### src/rtl/pkd_pkg.sv
package pkd_pkg;
    typedef enum logic [1:0] {
        CMP_EQ = 2'd0,
        CMP_GT = 2'd1,
        CMP_LT = 2'd2
    } cmp_e;
endpackage

### src/rtl/pkd_compare.sv
module pkd_compare
    import pkd_pkg::*;
#(
    parameter int W = 8
) (
    input  logic         clk,
    input  logic         rst_n,
    input  logic         in_vld,
    input  logic [W-1:0] in_data,
    output logic         res_vld,
    output cmp_e         res_cls,
    output logic [W-1:0] res_data
);
    typedef struct packed {
        logic         first;
        logic [W-1:0] prev;
        logic         vld;
        cmp_e         cls;
        logic [W-1:0] data;
    } st_t;

    st_t s_d, s_q;

    always_comb begin
        s_d     = s_q;
        s_d.vld = 1'b0;
        if (in_vld) begin
            if (s_q.first) begin
                s_d.first = 1'b0;
            end else begin
                s_d.vld  = 1'b1;
                s_d.data = in_data;
                if (in_data > s_q.prev)       s_d.cls = CMP_GT;
                else if (in_data == s_q.prev) s_d.cls = CMP_EQ;
                else                          s_d.cls = CMP_LT;
            end
            // history is overwritten after the comparison above was formed
            s_d.prev = in_data;
        end
    end

    always_ff @(posedge clk or negedge rst_n) begin
        if (!rst_n) begin
            s_q.first <= 1'b1;
            s_q.prev  <= '0;
            s_q.vld   <= 1'b0;
            s_q.cls   <= CMP_EQ;
            s_q.data  <= '0;
        end else begin
            s_q <= s_d;
        end
    end

    assign res_vld  = s_q.vld;
    assign res_cls  = s_q.cls;
    assign res_data = s_q.data;

    p_first_primes_r1: assert property (@(posedge clk) disable iff (!rst_n)
        (in_vld && s_q.first) |=> !res_vld);
    p_result_needs_strobe_r2: assert property (@(posedge clk) disable iff (!rst_n)
        res_vld |-> $past(in_vld));
    p_gt_is_larger_r2: assert property (@(posedge clk) disable iff (!rst_n)
        (res_vld && res_cls == CMP_GT) |-> (res_data > $past(s_q.prev)));
    p_lt_is_smaller_r2: assert property (@(posedge clk) disable iff (!rst_n)
        (res_vld && res_cls == CMP_LT) |-> (res_data < $past(s_q.prev)));
endmodule

### src/rtl/pkd_debounce.sv
module pkd_debounce
    import pkd_pkg::*;
#(
    parameter int W = 8,
    parameter int N = 2
) (
    input  logic         clk,
    input  logic         rst_n,
    input  logic         in_vld,
    input  cmp_e         in_cls,
    input  logic [W-1:0] in_data,
    output logic         acc_vld,
    output cmp_e         acc_cls,
    output logic [W-1:0] acc_data
);
    typedef struct packed {
        logic         vld;
        cmp_e         cls;
        logic [W-1:0] data;
    } acc_t;

    acc_t acc_d, acc_q;

    generate
        if (N <= 1) begin : g_direct
            always_comb begin
                acc_d     = acc_q;
                acc_d.vld = in_vld;
                if (in_vld) begin
                    acc_d.cls  = in_cls;
                    acc_d.data = in_data;
                end
            end
        end else begin : g_count
            localparam int CW = $clog2(N + 1);
            localparam logic [CW-1:0] RUN_MAX = CW'(N);

            typedef struct packed {
                cmp_e          last;
                logic [CW-1:0] run;
            } run_t;

            run_t          run_d, run_q;
            logic [CW-1:0] run_nx;

            always_comb begin
                run_d = run_q;
                acc_d = acc_q;
                acc_d.vld = 1'b0;
                run_nx = run_q.run;
                if (in_vld) begin
                    if (in_cls == run_q.last)
                        run_nx = (run_q.run == RUN_MAX) ? RUN_MAX : run_q.run + 1'b1;
                    else
                        run_nx = CW'(1);
                    run_d.last = in_cls;
                    run_d.run  = run_nx;
                    if (run_nx >= RUN_MAX) begin
                        acc_d.vld  = 1'b1;
                        acc_d.cls  = in_cls;
                        acc_d.data = in_data;
                    end
                end
            end

            always_ff @(posedge clk or negedge rst_n) begin
                if (!rst_n) begin
                    run_q.last <= CMP_EQ;
                    run_q.run  <= '0;
                end else begin
                    run_q <= run_d;
                end
            end

            p_run_bounded_r3: assert property (@(posedge clk) disable iff (!rst_n)
                run_q.run <= RUN_MAX);
            p_accept_repeats_r3: assert property (@(posedge clk) disable iff (!rst_n)
                acc_vld |-> ($past(run_q.last) == acc_cls));
        end
    endgenerate

    always_ff @(posedge clk or negedge rst_n) begin
        if (!rst_n) begin
            acc_q.vld  <= 1'b0;
            acc_q.cls  <= CMP_EQ;
            acc_q.data <= '0;
        end else begin
            acc_q <= acc_d;
        end
    end

    assign acc_vld  = acc_q.vld;
    assign acc_cls  = acc_q.cls;
    assign acc_data = acc_q.data;

    p_accept_needs_result_r3: assert property (@(posedge clk) disable iff (!rst_n)
        acc_vld |-> $past(in_vld));
endmodule

### src/rtl/pkd_rise_track.sv
module pkd_rise_track
    import pkd_pkg::*;
#(
    parameter int W = 8
) (
    input  logic         clk,
    input  logic         rst_n,
    input  logic         acc_vld,
    input  cmp_e         acc_cls,
    input  logic [W-1:0] acc_data,
    input  logic [W-1:0] thresh,
    output logic         peak_evt
);
    typedef struct packed {
        logic rise;
        logic evt;
    } st_t;

    st_t  s_d, s_q;
    logic set_c, clr_c;

    always_comb begin
        set_c = acc_vld && (acc_cls == CMP_GT);
        clr_c = acc_vld && (acc_cls == CMP_LT) && (acc_data > thresh);
        s_d   = s_q;
        if (set_c)      s_d.rise = 1'b1;
        else if (clr_c) s_d.rise = 1'b0;
        s_d.evt = s_q.rise && !s_d.rise;
    end

    always_ff @(posedge clk or negedge rst_n) begin
        if (!rst_n) begin
            s_q.rise <= 1'b0;
            s_q.evt  <= 1'b0;
        end else begin
            s_q <= s_d;
        end
    end

    assign peak_evt = s_q.evt;

    p_rise_set_r4: assert property (@(posedge clk) disable iff (!rst_n)
        (acc_vld && acc_cls == CMP_GT) |=> s_q.rise);
    p_plateau_holds_r4: assert property (@(posedge clk) disable iff (!rst_n)
        (acc_vld && acc_cls == CMP_EQ) |=> $stable(s_q.rise));
    p_low_fall_holds_r5: assert property (@(posedge clk) disable iff (!rst_n)
        (acc_vld && acc_cls == CMP_LT && acc_data <= thresh) |=> $stable(s_q.rise));
    p_evt_on_fall_r6: assert property (@(posedge clk) disable iff (!rst_n)
        peak_evt |-> ($past(s_q.rise) && !s_q.rise));
endmodule

### src/rtl/pkd_stretch.sv
module pkd_stretch #(
    parameter int LW = 4
) (
    input  logic          clk,
    input  logic          rst_n,
    input  logic          evt,
    input  logic [LW-1:0] len,
    output logic          pulse
);
    typedef struct packed {
        logic [LW-1:0] cnt;
    } st_t;

    st_t s_d, s_q;

    always_comb begin
        s_d = s_q;
        if (evt)
            s_d.cnt = (len == '0) ? '0 : len - 1'b1;
        else if (s_q.cnt != '0)
            s_d.cnt = s_q.cnt - 1'b1;
    end

    always_ff @(posedge clk or negedge rst_n) begin
        if (!rst_n) s_q.cnt <= '0;
        else        s_q <= s_d;
    end

    assign pulse = evt || (s_q.cnt != '0);

    p_pulse_covers_evt_r7: assert property (@(posedge clk) disable iff (!rst_n)
        evt |-> pulse);
    p_reload_r7: assert property (@(posedge clk) disable iff (!rst_n)
        evt |=> (s_q.cnt == (($past(len) == '0) ? '0 : $past(len) - 1'b1)));
    p_tail_shrinks_r7: assert property (@(posedge clk) disable iff (!rst_n)
        (!evt && s_q.cnt != '0) |=> (s_q.cnt < $past(s_q.cnt)));
endmodule

### src/rtl/peak_detect.sv
module peak_detect
    import pkd_pkg::*;
#(
    parameter int SAMPLE_W   = 8,
    parameter int DEBOUNCE_N = 2,
    parameter int LEN_W      = 4
) (
    input  logic                clk,
    input  logic                rst_n,
    input  logic                smp_valid,
    input  logic [SAMPLE_W-1:0] smp_data,
    input  logic [SAMPLE_W-1:0] amp_thresh,
    input  logic [LEN_W-1:0]    pulse_len,
    output logic                peak_evt,
    output logic                peak_pulse
);
    logic                res_vld;
    cmp_e                res_cls;
    logic [SAMPLE_W-1:0] res_data;
    logic                acc_vld;
    cmp_e                acc_cls;
    logic [SAMPLE_W-1:0] acc_data;

    pkd_compare #(.W(SAMPLE_W)) u_cmp (
        .clk(clk), .rst_n(rst_n),
        .in_vld(smp_valid), .in_data(smp_data),
        .res_vld(res_vld), .res_cls(res_cls), .res_data(res_data)
    );

    pkd_debounce #(.W(SAMPLE_W), .N(DEBOUNCE_N)) u_deb (
        .clk(clk), .rst_n(rst_n),
        .in_vld(res_vld), .in_cls(res_cls), .in_data(res_data),
        .acc_vld(acc_vld), .acc_cls(acc_cls), .acc_data(acc_data)
    );

    pkd_rise_track #(.W(SAMPLE_W)) u_rise (
        .clk(clk), .rst_n(rst_n),
        .acc_vld(acc_vld), .acc_cls(acc_cls), .acc_data(acc_data),
        .thresh(amp_thresh), .peak_evt(peak_evt)
    );

    pkd_stretch #(.LW(LEN_W)) u_str (
        .clk(clk), .rst_n(rst_n),
        .evt(peak_evt), .len(pulse_len), .pulse(peak_pulse)
    );

    p_evt_single_r6: assert property (@(posedge clk) disable iff (!rst_n)
        peak_evt |=> !peak_evt);
    p_evt_traces_strobe_r6: assert property (@(posedge clk) disable iff (!rst_n)
        peak_evt |-> $past(acc_vld));
endmodule

### config.mk
export PLATFORM = sky130hd
export DESIGN_NAME = peak_detect
export DESIGN_NICKNAME = d
export VERILOG_FILES = /design/src/rtl/pkd_pkg.sv /design/src/rtl/pkd_compare.sv /design/src/rtl/pkd_debounce.sv /design/src/rtl/pkd_rise_track.sv /design/src/rtl/pkd_stretch.sv /design/src/rtl/peak_detect.sv
export SDC_FILE = /design/constraint.sdc
export NUM_CORES = 1
export LEC_CHECK = 0
export BUFFER_PORTS_ARGS = -buffer_cell sky130_fd_sc_hd__buf_2
export CORE_ASPECT_RATIO = 0.9
export CORE_MARGIN = 2
export CORE_UTILIZATION = 45
export CTS_CLUSTER_SIZE = 14
export DETAILED_ROUTE_END_ITERATION = 12
export HOLD_SLACK_MARGIN = 0.15
export PLACE_DENSITY = 0.73
export SKIP_LAST_GASP = 1
export SLEW_MARGIN = 20
export SYNTH_ARGS = -nofsm -noshare
export SYNTH_HDL_FRONTEND = slang
export SYNTH_SLANG_ARGS = --single-unit
### constraint.sdc
create_clock -name clk -period 2.2 [get_ports clk]
set_input_delay 0.11 -clock clk [delete_from_list [all_inputs] [get_ports clk]]
set_output_delay 0.11 -clock clk [all_outputs]
set_load 0.01 [all_outputs]
==> results of run 1 <==
sequential cells by signal (all words and copies together), names as in the netlist:
name	flops
u_rise.peak_evt	1
u_str.s_q	4
u_cmp.res_vld	1
u_deb.acc_vld	1
u_rise.s_q	1
u_deb.acc_cls	2
u_cmp.s_q	9
u_deb.g_count.run_q	4
u_deb.acc_data	8
u_cmp.res_data	8
u_cmp.res_cls	2
cell families after synthesis:
| logic type | synth area share, % |
|---|---|
| AOI/OAI and AO/OA | 10.14 |
| xor gates and xnor gates | 1.238 |
| adders and majority gates | 11.20 |
| buffers and inverters | 5.070 |
| DFF | 48.41 |
| muxes | 7.901 |
| and+or+nand+nor | 16.04 |
layer usage:
metal | GRT usage, % | up-vias
met5 | 0 | -
met4 | 4.848 | 0
met3 | 3.665 | 4
met2 | 25.17 | 23
met1 | 18.89 | 667
li1 | - | 781
synth_stat cells (all sizes together), types with 3 or more instances:
library cell | number | area share (%)
dfrtp | 40 | 47
ha | 19 | 11
mux2 | 12 | 7.4
inv | 20 | 3.5
nor2 | 4 | 0.71
nand2 | 39 | 6.9
nor3 | 5 | 1.7
a21oi | 9 | 2.1
nor2b | 4 | 1.2
nand4 | 4 | 1.2
nand2b | 3 | 0.88
clkbuf | 3 | 0.53
o21ai | 16 | 3.8
worst min-delay path: stages:
cell	delay (ns)
buf_2	0.12
nor2_1	0.06
nand2_1	0.05
o21ai_1	0.06
path summary, 6_finish.rpt:
check / slack, ns / start / to
min reg2reg: 0.48 / u_cmp.res_data[1] / u_cmp.res_data[1]
min: 0.15 / pulse_len[0] / u_str.s_q[0]
max: 0.49 / u_deb.g_count.run_q[1] / u_deb.acc_data[1]
max reg2reg: 0.49 / u_deb.g_count.run_q[1] / u_deb.acc_data[1]
min in group asynchronous: 0.46 / rst_n / u_cmp.s_q[13]
max in group asynchronous: 1.16 / rst_n / u_cmp.res_cls[0]
power by group:
part	total (mW)	leakage, nW	internal (mW)	switching [mW]
logic	0.730	0.708	0.379	0.351
registers	1.05	0.498	0.939	0.112
clock network	0.479	0.0439	0.219	0.260
total	2.26	1.25	1.54	0.723
final cells by class:
cell class / instances / area share (%)
multi-input combinational: 140 / 39.43
clock buffer: 5 / 2.749
inverter: 21 / 3.198
clock inverter: 3 / 0.6997
sequential: 41 / 41.03
tap: 62 / 3.098
timing repair buffer: 37 / 9.795
per-stage QoR:
stage | hold WS (ns) | cell area [um^2] | instances | total power, mW | setup WS [ns]
2_1_floorplan | -0.1856 | 2122 | 207 | 1.603 | 0.7446
3_3_place_gp | 0.2849 | 2307 | 290 | 1.747 | 0.5308
3_5_place_dp | 0.2863 | 2307 | 290 | 1.793 | 0.4829
4_1_cts | 0.1510 | 2504 | 309 | 2.293 | 0.4659
5_1_grt | 0.1805 | 2504 | 309 | 2.443 | 0.3835
6_report | 0.1537 | 2504 | 309 | 2.259 | 0.4905
what timing repair did:
action	4_1_cts	5_1_grt
setup buffers	0	0
setup endpoints to repair	0	0
hold buffers	11	0
endpoints found under the hold margin	58	0
==> flow_summary.yaml, run 1 <==
status:
  status: "finished clean"
sta:
  finalCriticalPeriod_ns: 1.710
  fin_skew_ns: 0.005674
  maxSlewViolCount: 0
  worst_pin_slew_ns: 0.8943
  finalCritPeriodShare_pct: 77.71
  finalSetupViolCount: 0
  rsz0062_at_grt: "false"
  fin_setup_tns_ns: 0
  slew_headroom_pct: 40.38
  max_freq_ghz: 0.5850
  hold_viol: 0
synthesis:
  synthCells: 207
  async_flop_share_pct: 100.0
  syn_area_per_cell_um2: 10.25
  syn_nets: 249
  synth.yosys.seq_area_share_pct: 48.41
  synth-seq-cells: 41
  synthesis.area_um2: 2122
  synth_ff_type: "dfrtp_1"
  synth_edf_count: 0
  synth_cell_types: 40
  yosys_warnings: 0
routing:
  top_layer: "met4"
  wl_per_cell_um: 11.60
  vias: 1475
  route.met3.wl_um: 114
  route.met2.wl_um: 1696
  vias_per_cell: 4.773
  firstDrtPassIters: 4
  remaining_drc_errors: 0
  drt-initial-drc-count: 49
  drt_wl_total_um: 3585
  wl_met1_um: 1738
  ant_nets: 0
setup_path:
  required_ns: 2.38
  crit_chain: "inv_1 > ha_1 > nand2_1 > nor3_4 > mux2_1"
  cp.depth: 5
  crit_type: "register to register"
  crit_arrival_ns: 1.89
  cp_slowest_stage_delay_ns: 0.49
  cp_max_fo: 12
  cp_top_family: "simple AND/OR/NAND/NOR gates"
  cp-end-kind: "register"
  rr_worst_depth: 5
  critPathLaunchType: "register"
  critPathSlowestCell: "nor3_4"
  crit_buf_inv: 1
clock_network:
  cts_tree: "done"
  clock-sinks: 41
  insertion_delay_ns: 0.29
  cts_buffer_depth: 2
  post_cts_resized: 0
  clk_pin_slew_ns: 0.08
  h-tree-depth: 2
  cts_buffers: 5
  cts-root-buf: "clkbuf_8"
cells_and_area:
  fill_cells: 412
  final_cell_mix: "40 x dfrtp_1, 39 x nand2_1, 24 x buf_2"
  layout_commonest_cell: "dfrtp_1"
  multi_input_area_um2: 987.2
  post-route-util_pct: 55.77
  seq_area_um2: 1027
  fin_nets: 288
  syn2layout_area_growth_pct: 17.98
  antennaDiodeCount: 0
  layout-drive-gt1-share_pct: 19.03
die:
  ios: 25
  rows: 23
  start_util_pct: 47.27
  core_um2: 4489
  die-area_um2: 5282
  die_x_um: 76.39
  fp.dieH_um: 69.15
grt:
  grt_util_all_layers_pct: 14.93
  antenna_found_initial: 0
  grt_max_degree: 42
  grt_pass1_wl_um: 6375
  grt_pass1_vias: 1470
  grt_overflow: 0
hold_path:
  hp-class: "input port to register"
  min_delay_path_depth: 4
power_and_ir_drop:
  ir_drop_mv: 0.4686
  power_density_nw_per_um2: 902.4
  leakage_nw: 1.250
job:
  cap_violations: 0
placed_design:
  portBuffers: 24
  dpl.hpwl_um: 2625
  gp_congestion: 0.7805
No activity file was read; power rests on OpenSTA's default activity.
==> inputs of run 2 (changes only) <==
--- a/config.mk
+++ b/config.mk
@@ -12,7 +12,7 @@
 export CTS_CLUSTER_SIZE = 14
 export DETAILED_ROUTE_END_ITERATION = 12
 export HOLD_SLACK_MARGIN = 0.15
-export PLACE_DENSITY = 0.73
+export PLACE_DENSITY = 0.76
 export SKIP_LAST_GASP = 1
 export SLEW_MARGIN = 20
 export SYNTH_ARGS = -nofsm -noshare
==> constraint.sdc (replaced) <==
create_clock -name clk -period 1.46 [get_ports clk]
set_input_delay 0.073 -clock clk [delete_from_list [all_inputs] [get_ports clk]]
set_output_delay 0.073 -clock clk [all_outputs]
set_load 0.01 [all_outputs]
==> flow_summary.yaml, run 2 (same netlist as run 1, synthesis figures left out) <==
sta:
  max_freq_ghz: 0.6647
  finalCritPeriodShare_pct: 103.1
  setup_slack_ns: -0.04454
  hold_viol: 0
  slew_headroom_pct: 65.58
  holdWs_ns: 0.2655
  finalSetupViolCount: 10
  maxSlewViolCount: 0
  rsz0062_at_grt: "true"
  fin_setup_tns_ns: -0.2065
  finalCriticalPeriod_ns: 1.505
  fin_skew_ns: 0.003506
  worst_pin_slew_ns: 0.5162
setup_path:
  regToRegEndpoint: "u_deb.acc_data[2]"
  critPathLaunchType: "register"
  required_ns: 1.64
  cp_max_fo: 12
  crit_arrival_ns: 1.68
  rr_worst_depth: 6
  cp-end-kind: "register"
  r2r-start: "u_deb.g_count.run_q[1]"
  crit_type: "register to register"
  r2r_slack_ns: -0.04
clock_network:
  cts-root-buf: "clkbuf_8"
  h-tree-depth: 2
  cts_buffer_depth: 2
  cts_buffers: 5
  clk_pin_slew_ns: 0.07
  insertion_delay_ns: 0.30
  cts_tree: "done"
  clock-sinks: 41
placed_design:
  dp.cells: 295
  dpl.hpwl_um: 2669
  portBuffers: 24
  place_area_um2: 2357
  place_ws_ns: -0.04858
  gp_congestion: 0.7718
power_and_ir_drop:
  leakage_nw: 1.316
  ir_drop_mv: 0.8326
  finalPower_mw: 3.695
  power_density_nw_per_um2: 1368
cells_and_area:
  syn2layout_area_growth_pct: 27.30
  largest_reg_flops: 9
  antennaDiodeCount: 0
  final_cell_mix: "40 x dfrtp_1, 39 x nand2_1, 23 x buf_2"
  post-route-util_pct: 60.17
  regMostFlops: "u_cmp.s_q"
  stdcell_count: 323
  fin_area_um2: 2701
  layout_commonest_cell: "dfrtp_1"
  layout-drive-gt1-share_pct: 25.67
  fill_cells: 394
  fin_nets: 302
hold_path:
  worstHoldEndpoint: "u_cmp.res_cls[1]"
  min_delay_path_depth: 5
  min_from: "smp_data[3]"
  hp-class: "input port to register"
die:
  rows: 23
  die-area_um2: 5282
  ios: 25
  fp.dieH_um: 69.15
  start_util_pct: 47.27
  core_um2: 4489
  die_x_um: 76.39
job:
  cap_violations: 0
grt:
  grt_pass1_vias: 1627
  grt_pass1_wl_um: 7176
  grt_max_degree: 42
  antenna_found_initial: 0
  grt_util_all_layers_pct: 17.13
  grt_overflow: 0
routing:
  ant_nets: 0
  vias_per_cell: 4.916
  remaining_drc_errors: 0
  drt-initial-drc-count: 49
  wl_per_cell_um: 13.06
  vias: 1588
  firstDrtPassIters: 4
  drt_wl_total_um: 4218
status:
  status: "complete, but fails checks"
  violations: "negative setup slack"
## run 2: what timing repair did
item | in CTS | in global routing
endpoints found under the hold margin | 61 | 0
buffers inserted | 2 | 4
hold buffers | 15 | 0
setup endpoints to repair | 13 | 16
pin swaps | 3 | 11
gates resized for setup | 5 | 11
## run 2: per-layer routing
metal / routed length, um / global-route usage, % / up-vias
met5: 0 / 0 / -
met3: 178 / 5.628 / 6
met1: 1956 / 20.97 / 739
met2: 2039 / 28.42 / 29
met4: 43 / 6.061 / 0
li1: - / - / 814
## run 2: worst max-delay path, cell delays in order, from the launching register on
cell and delay [ns]:
dfrtp_1 0.33, inv_1 0.05, ha_1 0.26, nand2_1 0.08, nor3_4 0.17, buf_12 0.17, mux2_1 0.32
## run 2: worst max-delay path by stage
stage | endpoint | slack, ns | startpoint
floorplan | u_deb.acc_cls[1] | 0.005 | u_deb.g_count.run_q[0]
global placement | u_cmp.res_cls[1] | -0.01 | u_cmp.s_q[13]
detailed placement | u_cmp.res_cls[1] | -0.05 | u_cmp.s_q[14]
CTS | u_deb.acc_data[2] | -0.06 | u_deb.g_count.run_q[1]
global route | u_deb.acc_data[2] | -0.14 | u_deb.g_count.run_q[1]
finish | u_deb.acc_data[2] | -0.04 | u_deb.g_count.run_q[1]
## run 2: area by class of cell
class / count / area (um^2) / area share, %
sequential: 41 / 1027 / 38.03
inverter: 21 / 80.08 / 2.964
clock buffer: 8 / 80.08 / 2.964
tap: 62 / 77.57 / 2.872
multi-input combinational: 140 / 1061 / 39.28
timing repair buffer: 51 / 375.4 / 13.90
## run 2: report_power, final
| group | internal, mW | switching (mW) |
|---|---|---|
| clock | 0.340 | 0.371 |
| combinational | 0.758 | 0.628 |
| sequential | 1.42 | 0.183 |
| total | 2.51 | 1.18 |
==> inputs of run 3 (changes only) <==
--- a/config.mk
+++ b/config.mk
@@ -5,11 +5,12 @@
 export SDC_FILE = /design/constraint.sdc
 export NUM_CORES = 1
 export LEC_CHECK = 0
+export ABC_AREA = 1
 export BUFFER_PORTS_ARGS = -buffer_cell sky130_fd_sc_hd__buf_2
 export CORE_ASPECT_RATIO = 0.9
 export CORE_MARGIN = 2
 export CORE_UTILIZATION = 45
-export CTS_CLUSTER_SIZE = 14
+export CTS_CLUSTER_SIZE = 28
 export DETAILED_ROUTE_END_ITERATION = 12
 export HOLD_SLACK_MARGIN = 0.15
 export PLACE_DENSITY = 0.76
==> flow_summary.yaml, run 3 <==
status:
  status: "finished clean"
cells_and_area:
  largest_reg_flops: 9
  fin_nets: 330
  layout_commonest_cell: "nand2_1"
  fill_cells: 432
  final_cell_mix: "70 x nand2_1, 40 x dfrtp_1, 31 x inv_1"
  layout-drive-gt1-share_pct: 20.07
  syn2layout_area_growth_pct: 20.51
  regMostFlops: "u_cmp.s_q"
  post-route-util_pct: 57.24
  stdcell_count: 351
  antennaDiodeCount: 0
grt:
  grt_pass1_wl_um: 6686
  grt_max_degree: 42
  grt_overflow: 0
  antenna_found_initial: 0
  grt_pass1_vias: 1550
  grt_util_all_layers_pct: 15.56
setup_path:
  crit_arrival_ns: 1.53
  crit_chain: "dlygate4sd3_1 > clkbuf_4 > nand2_1 > dlygate4sd3_1 > o21ai_0"
  cp.depth: 5
  crit_type: "input port to register"
  required_ns: 1.64
  regToRegEndpoint: "u_deb.acc_data[0]"
  crit_end: "u_cmp.s_q[17]"
  worst_path_most_repeated_cell: "dlygate4sd3_1"
  critPathLaunchType: "input port"
  crit_buf_inv: 3
  cp_max_fo: 18
  cp_slowest_stage_delay_ns: 0.55
  r2r_slack_ns: 0.15
  rr_worst_depth: 6
  startpoint: "smp_valid"
  r2r-start: "u_deb.g_count.run_q[0]"
  cp_top_family: "buffers and inverters"
  critPathSlowestCell: "dlygate4sd3_1"
  cp-end-kind: "register"
synthesis:
  synth-seq-cells: 41
  synth_cell_types: 27
  synth_edf_count: 0
  synthTopCellsByArea: "dfrtp_1 46%, nand2_1 12%, ha_1 11%"
  yosys.cell_count.top_type: "nand2_1"
  synth.yosys.seq_area_share_pct: 47.57
  synth_ff_type: "dfrtp_1"
  ys_top_cells_by_count: "70 x nand2_1, 40 x dfrtp_1, 32 x inv_1, 19 x ha_1, 15 x o21ai_0"
  yosys_warnings: 0
  synth-xor-area-share_pct: 2.723
  synth_top_area_share_pct: 46.35
  yosys.area_share.simple_pct: 22.07
  synthMuxAreaShare_pct: 1.043
  async_flop_share_pct: 100.0
  synthesis.area_um2: 2160
  syn_nets: 287
  synthCells: 245
  synth_largest_area_cell: "dfrtp_1"
  synthAdderAreaFrac_pct: 11.01
  synth_top_family_by_area: "simple AND/OR/NAND/NOR gates"
  syn_area_per_cell_um2: 8.815
  synth_compound_area_share_pct: 7.995
sta:
  maxSlewViolCount: 0
  slew_headroom_pct: 66.80
  setup_slack_ns: 0.1051
  finalCritPeriodShare_pct: 92.80
  worst_pin_slew_ns: 0.4979
  max_freq_ghz: 0.7381
  hold_viol: 0
  finalCriticalPeriod_ns: 1.355
  rsz0062_at_grt: "false"
  fin_setup_tns_ns: 0
  fin_skew_ns: 0.01029
  finalSetupViolCount: 0
  holdWs_ns: 0.1734
routing:
  wl_per_cell_um: 10.52
  vias_per_cell: 4.613
  ant_nets: 0
  vias: 1619
  remaining_drc_errors: 0
  drt-initial-drc-count: 109
  drt_wl_total_um: 3692
  firstDrtPassIters: 4
placed_design:
  place_ws_ns: 0.1658
  gp_congestion: 0.7999
  portBuffers: 24
  dp.cells: 329
  dpl.hpwl_um: 2743
power_and_ir_drop:
  leakage_nw: 1.381
  power.share.clock_pct: 25.5
  ir_drop_mv: 0.7205
  power_density_nw_per_um2: 1416
  switching_share_pct: 32.46
  power_frac_comb_pct: 30.9
  switchingPower_mw: 1.196
  seqPwrFrac_pct: 43.6
  internal_power_mw: 2.489
die:
  fp.dieH_um: 69.72
  die-area_um2: 5370
  rows: 23
  core_um2: 4547
  start_util_pct: 47.50
  ios: 25
  die_x_um: 77.02
clock_network:
  cts-root-buf: "clkbuf_8"
  clk_pin_slew_ns: 0.08
  clock-sinks: 41
  cts_buffers: 5
  cts_buffer_depth: 2
  h-tree-depth: 2
  insertion_delay_ns: 0.29
  postCtsSetupBuffers: 0
  cts_tree: "done"
job:
  cap_violations: 0
hold_path:
  hp-class: "input port to register"
-- run 3: cell count changes after synthesis, sizes merged, moves of 3 or more --
| cell | before | now |
|---|---|---|
| nor3 | 5 | 2 |
| nor2b | 4 | 0 |
| nand3 | 1 | 6 |
| nand2b | 3 | 0 |
| inv | 20 | 33 |
| nor2 | 4 | 14 |
| mux2 | 12 | 2 |
| nand2 | 39 | 84 |
-- run 3: cell families (layout without fill, tap and decap cells) --
| kind of cell | count (synthesis) | after routing |
|---|---|---|
| simple gates | 109 | 109 |
| xor+xnor | 5 | 5 |
| buf+inv | 38 | 82 |
| mux | 2 | 2 |
| fa+ha+maj | 19 | 19 |
| compound gates | 31 | 31 |
| flops | 41 | 41 |
-- run 3: cell type report --
| cell class | instances | area (um^2) | area share, % |
|---|---|---|---|
| flip-flops and latches | 41 | 1027 | 39.47 |
| clock buffers | 7 | 86.33 | 3.317 |
| repair buffers | 40 | 277.8 | 10.67 |
| multi-input cells | 166 | 973.4 | 37.40 |
| clock inverters | 1 | 30.03 | 1.154 |
| inverters | 34 | 130.1 | 5.000 |
| well taps | 62 | 77.57 | 2.981 |
-- run 3: how the worst min path moves through the flow --
stage,from,endpoint,cells past startpoint
after floorplan,rst_n,u_cmp.res_cls[0],0
after global placement,rst_n,u_cmp.s_q[18],2
after detailed placement,rst_n,u_cmp.s_q[16],2
after CTS,pulse_len[1],u_str.s_q[1],5
after global routing,pulse_len[1],u_str.s_q[1],5
final,pulse_len[1],u_str.s_q[1],5
-- run 3: timing repair --
item | in CTS | in global routing
hold buffers | 14 | 0
gates resized for setup | 0 | 3
endpoints found under the hold margin | 60 | 0
endpoints found under the setup margin | 0 | 3
-- run 3: power groups by stage --
stage / Combinational, mW / Sequential [mW] / Clock [mW]
2_1_floorplan: 0.922 / 1.58 / 0
3_3_place_gp: 1.07 / 1.62 / 0
3_5_place_dp: 1.11 / 1.63 / 0
4_1_cts: 1.14 / 1.61 / 0.973
5_1_grt: 1.33 / 1.64 / 1.00
6_report: 1.14 / 1.61 / 0.941
-- run 3: stage by stage --
step | power (mW) | instance area [um^2]
after floorplan | 2.498 | 2160
after global placement | 2.688 | 2338
after detailed placement | 2.742 | 2338
after CTS | 3.728 | 2595
after global routing | 3.977 | 2603
final | 3.685 | 2603
-- run 3: worst register-to-register path: stages, from the launching register on --
cell and delay, ns:
dfrtp_1 0.35, inv_1 0.04, ha_1 0.30, nand4_4 0.18, inv_4 0.21, nand2_1 0.09
o21ai_2 0.06
-- run 3: routing by layer --
| layer | routed length [um] | part of all wire, % | up-vias | GRT usage [%] |
|---|---|---|---|---|
| li1 | - | - | 859 | - |
| met1 | 1805 | 49 | 721 | 20.98 |
| met5 | 0 | 0 | - | 0 |
| met2 | 1691 | 46 | 37 | 24.17 |
| met4 | 21 | 0.57 | 0 | 4.762 |
| met3 | 173 | 4.7 | 2 | 4.818 |
